<file path="config.mk">
export PLATFORM = sky130hd
export DESIGN_NAME = acc_alu
export DESIGN_NICKNAME = d
export VERILOG_FILES = /design/src/rtl/alu_pkg.sv /design/src/rtl/acc_alu_arith.sv /design/src/rtl/acc_alu_logic.sv /design/src/rtl/acc_alu_decadj.sv /design/src/rtl/acc_alu.sv
export SDC_FILE = /design/constraint.sdc
export NUM_CORES = 1
export LEC_CHECK = 0
export BUFFER_PORTS_ARGS = -buffer_cell sky130_fd_sc_hd__buf_2
export CAP_MARGIN = 15
export CORE_ASPECT_RATIO = 1.5
export CORE_MARGIN = 1
export CORE_UTILIZATION = 39
export CTS_CLUSTER_DIAMETER = 100
export DETAILED_ROUTE_END_ITERATION = 7
export GPL_TIMING_DRIVEN = 0
export PLACE_DENSITY_LB_ADDON = 0.12
export SLEW_MARGIN = 30
export SYNTH_ARGS = -nofsm -noshare
export SYNTH_HDL_FRONTEND = slang
export SYNTH_SLANG_ARGS = --single-unit
</file>
<file path="constraint.sdc">
create_clock -name clk -period 0.9 [get_ports clk]
set_input_delay 0.045 -clock clk [delete_from_list [all_inputs] [get_ports clk]]
set_output_delay 0.045 -clock clk [all_outputs]
set_load 0.02 [all_outputs]
</file>
<file path="src/rtl/alu_pkg.sv">
package alu_pkg;

  localparam logic [3:0] OP_ADD  = 4'd0;
  localparam logic [3:0] OP_ADC  = 4'd1;
  localparam logic [3:0] OP_SUB  = 4'd2;
  localparam logic [3:0] OP_SBB  = 4'd3;
  localparam logic [3:0] OP_AND  = 4'd4;
  localparam logic [3:0] OP_XOR  = 4'd5;
  localparam logic [3:0] OP_OR   = 4'd6;
  localparam logic [3:0] OP_CMP  = 4'd7;
  localparam logic [3:0] OP_RLC  = 4'd8;
  localparam logic [3:0] OP_RRC  = 4'd9;
  localparam logic [3:0] OP_RAL  = 4'd10;
  localparam logic [3:0] OP_RAR  = 4'd11;
  localparam logic [3:0] OP_DAA  = 4'd12;
  localparam logic [3:0] OP_LOAD = 4'd13;

  localparam int FLG_C  = 0;
  localparam int FLG_P  = 2;
  localparam int FLG_AC = 4;
  localparam int FLG_Z  = 6;
  localparam int FLG_S  = 7;

  typedef struct packed {
    logic s;
    logic z;
    logic rsv5;
    logic ac;
    logic rsv3;
    logic p;
    logic rsv1;
    logic c;
  } flags_t;

endpackage

</file>
<file path="src/rtl/acc_alu_arith.sv">
module acc_alu_arith #(
  parameter int W = 8
) (
  input  logic [W-1:0] a,
  input  logic [W-1:0] b,
  input  logic         cf,
  input  logic         sub,
  input  logic         use_c,
  output logic [W-1:0] res,
  output logic         cy,
  output logic         ac
);

  logic [W-1:0] b_eff;
  logic         c0;
  logic [W:0]   full;
  logic [4:0]   low;

  always_comb begin
    b_eff = sub ? ~b : b;
    c0    = sub ? ~(use_c & cf) : (use_c & cf);
    full  = {1'b0, a} + {1'b0, b_eff} + {{W{1'b0}}, c0};
    low   = {1'b0, a[3:0]} + {1'b0, b_eff[3:0]} + {4'b0000, c0};
    res   = full[W-1:0];
    cy    = sub ? ~full[W] : full[W];
    ac    = low[4];
  end

endmodule

</file>
<file path="src/rtl/acc_alu_logic.sv">
module acc_alu_logic
  import alu_pkg::*;
#(
  parameter int W = 8
) (
  input  logic [W-1:0] a,
  input  logic [W-1:0] b,
  input  logic         cf,
  input  logic [3:0]   op,
  output logic [W-1:0] res,
  output logic         cy
);

  always_comb begin
    res = a;
    cy  = cf;
    unique case (op)
      OP_AND: res = a & b;
      OP_XOR: res = a ^ b;
      OP_OR:  res = a | b;
      OP_RLC: begin res = {a[W-2:0], a[W-1]}; cy = a[W-1]; end
      OP_RRC: begin res = {a[0], a[W-1:1]};   cy = a[0];   end
      OP_RAL: begin res = {a[W-2:0], cf};     cy = a[W-1]; end
      OP_RAR: begin res = {cf, a[W-1:1]};     cy = a[0];   end
      default: ;
    endcase
  end

endmodule

</file>
<file path="src/rtl/acc_alu_decadj.sv">
module acc_alu_decadj #(
  parameter int W = 8
) (
  input  logic [W-1:0] a,
  input  logic         ac_in,
  input  logic         cy_in,
  output logic [W-1:0] res,
  output logic         ac_out,
  output logic         cy_out
);

  localparam int NIB = W / 4;

  logic [NIB-1:0] fix;
  logic [W-1:0]   corr;
  logic [4:0]     low;

  for (genvar i = 0; i < NIB; i++) begin : g_nib
    localparam int HI = 4*i + 3;
    localparam logic [HI:0] MAX9 = {(i+1){4'h9}};
    logic flag_in;
    if (i == 0) begin : g_lo
      assign flag_in = ac_in;
    end else if (i == NIB-1) begin : g_hi
      assign flag_in = cy_in;
    end else begin : g_mid
      assign flag_in = 1'b0;
    end
    assign fix[i]        = (a[HI:0] > MAX9) || flag_in;
    assign corr[HI -: 4] = fix[i] ? 4'h6 : 4'h0;
  end

  always_comb begin
    res    = a + corr;
    low    = {1'b0, a[3:0]} + {1'b0, corr[3:0]};
    ac_out = low[4];
    cy_out = cy_in | fix[NIB-1];
  end

endmodule

</file>
<file path="src/rtl/acc_alu.sv">
module acc_alu
  import alu_pkg::*;
#(
  parameter int W = 8
) (
  input  logic          clk,
  input  logic          rst_n,
  input  logic          strobe,
  input  logic [3:0]    op,
  input  logic [W-1:0]  operand,
  output logic [W-1:0]  acc_q,
  output logic [7:0]    flags_q,
  output logic [W+7:0]  status_q
);

  logic [1:0]   rst_sync;
  logic         rst_sync_n;
  logic [W-1:0] acc_r, acc_nx;
  flags_t       flg_r, flg_nx;

  logic         is_sub, use_c;
  logic [W-1:0] ar_res, lg_res, da_res;
  logic         ar_cy, ar_ac, lg_cy, da_cy, da_ac;

  // reset: asserted at once, released after two clocks
  always_ff @(posedge clk or negedge rst_n) begin
    if (!rst_n) rst_sync <= 2'b00;
    else        rst_sync <= {rst_sync[0], 1'b1};
  end
  assign rst_sync_n = rst_sync[1];

  assign is_sub = (op == OP_SUB) || (op == OP_SBB) || (op == OP_CMP);
  assign use_c  = (op == OP_ADC) || (op == OP_SBB);

  acc_alu_arith #(.W(W)) i_arith (
    .a(acc_r), .b(operand), .cf(flg_r.c), .sub(is_sub), .use_c(use_c),
    .res(ar_res), .cy(ar_cy), .ac(ar_ac)
  );

  acc_alu_logic #(.W(W)) i_logic (
    .a(acc_r), .b(operand), .cf(flg_r.c), .op(op),
    .res(lg_res), .cy(lg_cy)
  );

  acc_alu_decadj #(.W(W)) i_decadj (
    .a(acc_r), .ac_in(flg_r.ac), .cy_in(flg_r.c),
    .res(da_res), .ac_out(da_ac), .cy_out(da_cy)
  );

  function automatic flags_t zsp(input flags_t f, input logic [W-1:0] r);
    flags_t o;
    o   = f;
    o.z = (r == '0);
    o.s = r[W-1];
    o.p = ~^r;
    return o;
  endfunction

  // next-state selection
  always_comb begin
    acc_nx = acc_r;
    flg_nx = flg_r;
    unique case (op)
      OP_ADD, OP_ADC, OP_SUB, OP_SBB: begin
        acc_nx    = ar_res;
        flg_nx    = zsp(flg_r, ar_res);
        flg_nx.c  = ar_cy;
        flg_nx.ac = ar_ac;
      end
      OP_CMP: begin
        flg_nx    = zsp(flg_r, ar_res);
        flg_nx.c  = ar_cy;
        flg_nx.ac = ar_ac;
      end
      OP_AND, OP_XOR, OP_OR: begin
        acc_nx    = lg_res;
        flg_nx    = zsp(flg_r, lg_res);
        flg_nx.c  = 1'b0;
        flg_nx.ac = 1'b0;
      end
      OP_RLC, OP_RRC, OP_RAL, OP_RAR: begin
        acc_nx   = lg_res;
        flg_nx.c = lg_cy;
      end
      OP_DAA: begin
        acc_nx    = da_res;
        flg_nx    = zsp(flg_r, da_res);
        flg_nx.c  = da_cy;
        flg_nx.ac = da_ac;
      end
      OP_LOAD: acc_nx = operand;
      default: ;
    endcase
    flg_nx.rsv5 = 1'b0;
    flg_nx.rsv3 = 1'b0;
    flg_nx.rsv1 = 1'b0;
  end

  // state registers with explicit enable
  always_ff @(posedge clk or negedge rst_sync_n) begin
    if (!rst_sync_n) begin
      acc_r <= '0;
      flg_r <= '0;
    end else if (strobe) begin
      acc_r <= acc_nx;
      flg_r <= flg_nx;
    end
  end

  assign acc_q    = acc_r;
  assign flags_q  = flg_r;
  assign status_q = {acc_r, flg_r};

endmodule

</file>
# After elaboration in Yosys (flattened, before gate mapping)
# Cells that the tools add are included.
# W data, S select, Z words.
# op_classes
bitwise_logic,8
n_lt_le_gt_ge,2
n_reduce_logical,25
n_eq_ne,14
muxes,10
n_addsub,6
# op_table
cell,n
$pmux W8 S7,1
$pmux W8 S4,1
$eq A4 B4 Y1 const B,6
$logic_not A8 Y1,3
$reduce_xnor A8 Y1,3
$pmux W7 S3,1
$eq A4 B3 Y1 const B,4
$add A4 B4 Y5,2
$add A8 B8 Y9,1
$add A9 B1 Y9,1
$add A8 B8 Y8,1
$and A8 B8 Y8,1
$eq A4 B2 Y1 const B,2
$gt A8 B8 Y1 const B,1
$mux W8,1
$not A8 Y8,1
$or A8 B8 Y8,1
$reduce_bool A4 Y1,2
$reduce_or A4 Y1,2
$xor A8 B8 Y8,1
$reduce_or A7 Y1,1
$mux W3,2
$add A5 B1 Y5,1
$logic_or A1 B1 Y1,5
other kinds (16),20
# totals
output_inout_bits,32
wordCells,72
reg_bits,15

# Longest topological paths before layout
# depth
depth_word,9
ltp_mapped,19
depth_no_buf,17

# By module
# From an unflattened synthesis, not the netlist that was laid out.
# unflattened
cells_unflattened,353
area_unflattened_um2,2844.0
# by_module_without_submodules
mod,area_each_um2,instances,seq_area_each_um2,cells_each
acc_alu,1388.8,1,375.4,162
acc_alu_logic,770.7,1,0.0,108
acc_alu_arith,475.5,1,0.0,59
acc_alu_decadj,209.0,1,0.0,24

# Worst setup path after synthesis
# OpenSTA, ideal clock, no wires.
# synth_path
kind,reg-to-reg
start,"register acc_r[1], in the netlist acc_q[1]"
end,"register flg_r, in the netlist flags_q[2]"
setup_time_ns,0.137
stages_incl_launch_ff,14
period_less_slack_ns,3.307
setup_slack_ns,-2.407
required_time_ns,0.763
arrival_time_ns,3.170
cell_sequence,dfrtp_1 > or2_2 > a311o_1 > a21o_1 > ha_1 > and3_1 > a221oi_2 > xnor2_1 > inv_1 > ha_1 > xor2_1 > xnor2_1 > a21oi_1 > o21ai_0
# synth_via
elab_chain_len,6
word_cells_on_any_way,17
# synth_lines
item,line,text
"start, declared",acc_alu.sv:18,"logic [W-1:0] acc_r, acc_nx;"
"start signal, assigned",acc_alu.sv:105,acc_r <= acc_nx;
$gt A8 B8 Y1 / $gt A4 B4 Y1 (equally long branches),acc_alu_decadj.sv:29,assign fix[i] = (a[HI:0] > MAX9) || flag_in;
$logic_or A1 B1 Y1,acc_alu_decadj.sv:29,
$mux W3,acc_alu_decadj.sv:30,assign corr[HI -: 4] = fix[i] ? 4'h6 : 4'h0;
$add A8 B8 Y8,acc_alu_decadj.sv:34,res = a + corr;
$reduce_xnor A8 Y1,acc_alu.sv:55,o.p = ~^r;
$pmux W7 S3 (*),acc_alu.sv:63,unique case (op)
"end signal, assigned",acc_alu.sv:106,flg_r <= flg_nx;
"end, declared",acc_alu.sv:19,"flags_t flg_r, flg_nx;"
# Mark *: on every way between the ends. The rest lies on a longest branch, timed or not.
# A chain may end at the register's enable or synchronous reset.

# Final worst setup path
# layout_path
start,"register flg_r, in the netlist flags_q[0]"
end,"register flg_r, in the netlist flags_q[2]"
# layout_via
elab_chain_len,6
word_cells_on_any_way,12
# layout_lines
item,line,text
$and A1 B1 Y1,acc_alu_arith.sv:21,c0 = sub ? ~(use_c & cf) : (use_c & cf);
$not A1 Y1,acc_alu_arith.sv:21,
$mux W1,acc_alu_arith.sv:21,
$add A9 B1 Y9,acc_alu_arith.sv:22,"full = {1'b0, a} + {1'b0, b_eff} + {{W{1'b0}}, c0};"
$reduce_xnor A8 Y1,acc_alu.sv:55,
$pmux W7 S3 (*),acc_alu.sv:63,
# Marks and branches as above.

==> impl.org <==
** Setup path
- Critical Path Sink Type :: register
- STA puts the critical path data required time at 1.03 ns.
- Max Fanout on Critical Path :: 4
- Type of element launching the critical path :: register
- CP Class :: register to register
- STA puts the critical path data arrival time at 3.63 ns.

** CTS
- Insertion delay of the later-clocked pin in the worst-skew pair :: 0.27 ns
- Counting the buffers created by CTS gives 3.
- TritonCTS built the clock tree.
- Maximum level of the CTS H-tree :: 1
- Clock transition at path regs :: 0.07 ns
- In this run the clock root is driven by a sky130_fd_sc_hd__clkbuf_8.
- Longest Clk Path Bufs :: 2
- The tree built by TritonCTS fans out to 15 sinks.

** Yosys
- EDFF count, synth :: 0
- Warnings, synthesis :: 0
- Synthesized area per cell :: 8.190 um2
- Synthesis inferred 15 register bits.
- Prevailing post-synth register cell :: sky130_fd_sc_hd__dfrtp_1
- The mapped netlist covers 2776 um2.
- Unique cell type count in the Yosys netlist :: 61
- Cells after synthesis :: 339
- Of the synthesized area, sequential elements account for 0.1352.
- Of all flip-flops after synthesis, the portion carrying an async set or reset was 1.000.

** Floorplanning
- I/O Pins :: 47
- Core Rows :: 37
- From bottom edge to top edge, the die measures 105.3 um.
- Total Die Area :: 7467 um2
- The floorplan step set the die width to 70.89 um.
- The core region is 6852 um2.
- Starting density of the core :: 0.4052

** Pwr
- Part of the power in registers :: 0.097
- Clock group share of total power :: 0.046
- The completed layout was analyzed and its total power is 0.01363 W.
- Summed over all nets, the switching power comes to 0.006494 W.
- Gate power share :: 0.857
- Pint :: 0.007132 W
- Switching fraction of total power :: 0.4766
- For this design the static power due to leakage is 1.800 nW.
- For this design the ratio of total power to cell area is 3572 nW/um2.
- Worst ir drop on vdd :: 2243 uV

** Global route
- Summed over all layers, the global routing overflow is 0.
- The via count of the first global-routing pass is 2,856.
- In the global route stage, overall resource usage came out at 0.2547.
- First-pass GRT wire length :: 14,550 um
- Entering global routing, the biggest net connects 14 pins.
- Antenna violations before repair :: 0

** Detailed routing
- The detailed router placed 2,938 vias in this run.
- Number of vias per cell :: 5.984
- Remaining design rule violation count :: 0
- The pre-antenna-repair detailed-routing pass consisted of 7 iterations.
- Routed wire length :: 9449 um
- DRC violation total after the first TritonRoute iteration :: 199
- In this run the remaining antenna-violating nets after routing total 0.
- Average wire per standard cell :: 19.24 um

** Layout
- Final cell utilization of the core :: 0.5568
- Syn-to-layout area delta :: 37.40%
- Counting the fill cells in the layout gives 655.
- Proportion of layout cells with a drive suffix above 1 :: 0.3947
- Leaving out filler cells and counting taps, the final layout contains 491.
- The repair_antennas step left the layout with diodes totalling 0.
- In the final design database the tool counted 471 nets.

** Placement
- Worst slack, placed :: -2.876 ns
- Inst Count DP :: 460
- Port-buffer cells :: 38
- Post-detail-place hpwl :: 6820 um
- Routability-driven placement finished with a final weighted congestion of 0.9440.

** Outcome
- The run finished, with violations left.
- Violated checks :: setup timing

** Timing
- Once routing completed, OpenROAD measured the worst setup slack at -2.599 ns.
- Final Hold Vio Count :: 0
- The smallest clock period supported by the final layout is computed as 3.499 ns.
- Setup repair after global routing could not meet its margin everywhere.
- Worst-margin pin slew :: 0.8319 ns
- Timing would allow up to 285.8 MHz.
- Final slew viol count :: 0
- Max-slew headroom :: 0.4454
- Number of setup violations in the final report :: 35
- Of the available clock period, the critical path in the final layout requires 3.887.
- For the final database, setup skew stands at 0.009737 ns.

** Worst hold path
- Hold Crit Class :: input pin to asynchronous set/reset pin

** Job
- Max-cap violations in this run came to 0.
[layout make-up]
type                    instances  area (um2)  area share
multi-input cells             263        2283      0.5986
repair buffers                 67       564.3      0.1479
flip-flops and latches         15       386.6      0.1013
plain buffers                  36       331.6     0.08691
inverters                      28       105.1     0.02755
well taps                      78       97.59     0.02558
clock buffers                   3       41.29     0.01082
clock inverters                 1       5.005    0.001312
[cell usage after synthesis, drive strengths merged, types with 2 or more instances]
cell type | number | share of area
or2 | 2 | 0.0045
clkbuf | 3 | 0.0041
a22oi | 3 | 0.0081
o22ai | 8 | 0.018
a21oi | 18 | 0.032
xor2 | 9 | 0.028
nor2b | 8 | 0.023
nand4 | 3 | 0.0068
dfrtp | 15 | 0.14
a32o | 2 | 0.0072
inv | 28 | 0.038
mux2 | 2 | 0.0081
a2bb2oi | 2 | 0.0063
nand2 | 24 | 0.032
o22a | 3 | 0.0095
a211oi | 4 | 0.011
nand3b | 2 | 0.0054
xnor2 | 19 | 0.060
o211ai | 4 | 0.011
a311o | 2 | 0.0072
nor2 | 14 | 0.019
a221oi | 5 | 0.020
buf | 35 | 0.094
ha | 39 | 0.18
fa | 3 | 0.022
nor3 | 5 | 0.011
o21a | 3 | 0.0081
and3 | 3 | 0.0068
nand2b | 4 | 0.0090
conb | 2 | 0.0027
a32oi | 5 | 0.016
a21o | 7 | 0.019
mux2i | 11 | 0.040
o21ai | 24 | 0.043
[through the flow]
stage                     area (um2)  TNS (ns)  hold WS (ns)
after CTS                       3575    -23.94       0.08811
after global routing            3815    -27.03        0.1321
after floorplan                 2879    -18.92       -0.2506
after global placement          3167    -24.90       -0.1703
final                           3815    -25.58        0.1141
after detailed placement        3167    -24.84       -0.1685
[metal layers]
metal,global-route usage,share of wire
met4,0.1471,0.057
met1,0.2920,0.39
met2,0.4526,0.51
met3,0.02390,0.040
met5,0,0
[worst max-delay path: stages, from the launching register on]
cell,delay [ns]
sky130_fd_sc_hd__dfrtp_2,0.45
sky130_fd_sc_hd__nand2_2,0.08
sky130_fd_sc_hd__nand2_2,0.06
sky130_fd_sc_hd__a22oi_2,0.19
sky130_fd_sc_hd__nor2_2,0.07
sky130_fd_sc_hd__fa_2,0.37
sky130_fd_sc_hd__fa_2,0.36
sky130_fd_sc_hd__a21o_1,0.22
sky130_fd_sc_hd__a221oi_4,0.28
sky130_fd_sc_hd__xor2_1,0.24
sky130_fd_sc_hd__ha_2,0.32
sky130_fd_sc_hd__xor2_1,0.17
sky130_fd_sc_hd__xnor2_1,0.18
sky130_fd_sc_hd__o22ai_1,0.10
sky130_fd_sc_hd__a21oi_1,0.20
sky130_fd_sc_hd__o21ai_1,0.09
[state kept, by name, indices dropped and copies added (netlist names)]
signal,cells
acc_q,8
rst_sync,2
flags_q,5
[cells by family (layout without fill, tap and decap cells)]
| kind of cell | count (synthesis) | count (layout) | share of synthesized area |
|---|---|---|---|
| AO/OA/AOI/OAI | 104 | 104 | 0.2632 |
| AND/OR/NAND/NOR | 69 | 69 | 0.1298 |
| XOR/XNOR | 28 | 28 | 0.08833 |
| buffers and inverters | 66 | 135 | 0.1356 |
| other | 2 | 7 | 0.002705 |
| adder cells (fa/ha/maj) | 42 | 42 | 0.1974 |
| multiplexers | 13 | 13 | 0.04777 |
| flip-flops | 15 | 15 | 0.1352 |
[power groups by stage]
stage | clock network, W | registers, W | logic (W)
detailed placement | 0 | 0.00149 | 0.00878
finish | 0.000629 | 0.00132 | 0.0117
floorplan | 0 | 0.00154 | 0.00649
CTS | 0.000621 | 0.00134 | 0.0106
global placement | 0 | 0.00149 | 0.00872
global route | 0.000641 | 0.00134 | 0.0125
[worst paths after layout]
kind	start	cells past startpoint	to	slack (ns)
hold / removal	rst_n	2	rst_sync[0]	0.11
setup / recovery	flags_q[0]	15	flags_q[2]	-2.60
max in group asynchronous	rst_sync[1]	0	flags_q[0]	0.18
hold reg to reg	rst_sync[1]	0	flags_q[4]	0.26
setup reg to reg	flags_q[0]	15	flags_q[2]	-2.60
min in group clk	strobe	3	flags_q[0]	0.21
[cell usage in the layout, fill, tap and decap left out, types with 4 or more instances in the layout]
master	instances
sky130_fd_sc_hd__buf_6	45
sky130_fd_sc_hd__ha_1	36
sky130_fd_sc_hd__buf_4	34
sky130_fd_sc_hd__inv_1	27
sky130_fd_sc_hd__nand2_1	21
sky130_fd_sc_hd__buf_2	19
sky130_fd_sc_hd__a21oi_1	15
sky130_fd_sc_hd__o21ai_0	15
sky130_fd_sc_hd__xnor2_1	13
sky130_fd_sc_hd__nor2_1	12
sky130_fd_sc_hd__mux2i_1	11
sky130_fd_sc_hd__dfrtp_2	9
sky130_fd_sc_hd__o22ai_1	8
sky130_fd_sc_hd__o21ai_1	8
sky130_fd_sc_hd__a21o_1	7
sky130_fd_sc_hd__xor2_1	7
sky130_fd_sc_hd__conb_1	7
sky130_fd_sc_hd__xnor2_2	6
sky130_fd_sc_hd__nor2b_1	6
sky130_fd_sc_hd__dfrtp_1	6
sky130_fd_sc_hd__a32oi_1	5
sky130_fd_sc_hd__o211ai_1	4
sky130_fd_sc_hd__a211oi_2	4
[timing repair]
| action | CTS | global route |
|---|---|---|
| resized for setup | 72 | 35 |
| hold endpoints to repair | 2 | 0 |
| hold buffers | 1 | 0 |
| buffers inserted | 10 | 21 |
| setup endpoints to repair | 36 | 37 |
| pin swaps | 10 | 9 |
Power figures use the tool's default switching activity.
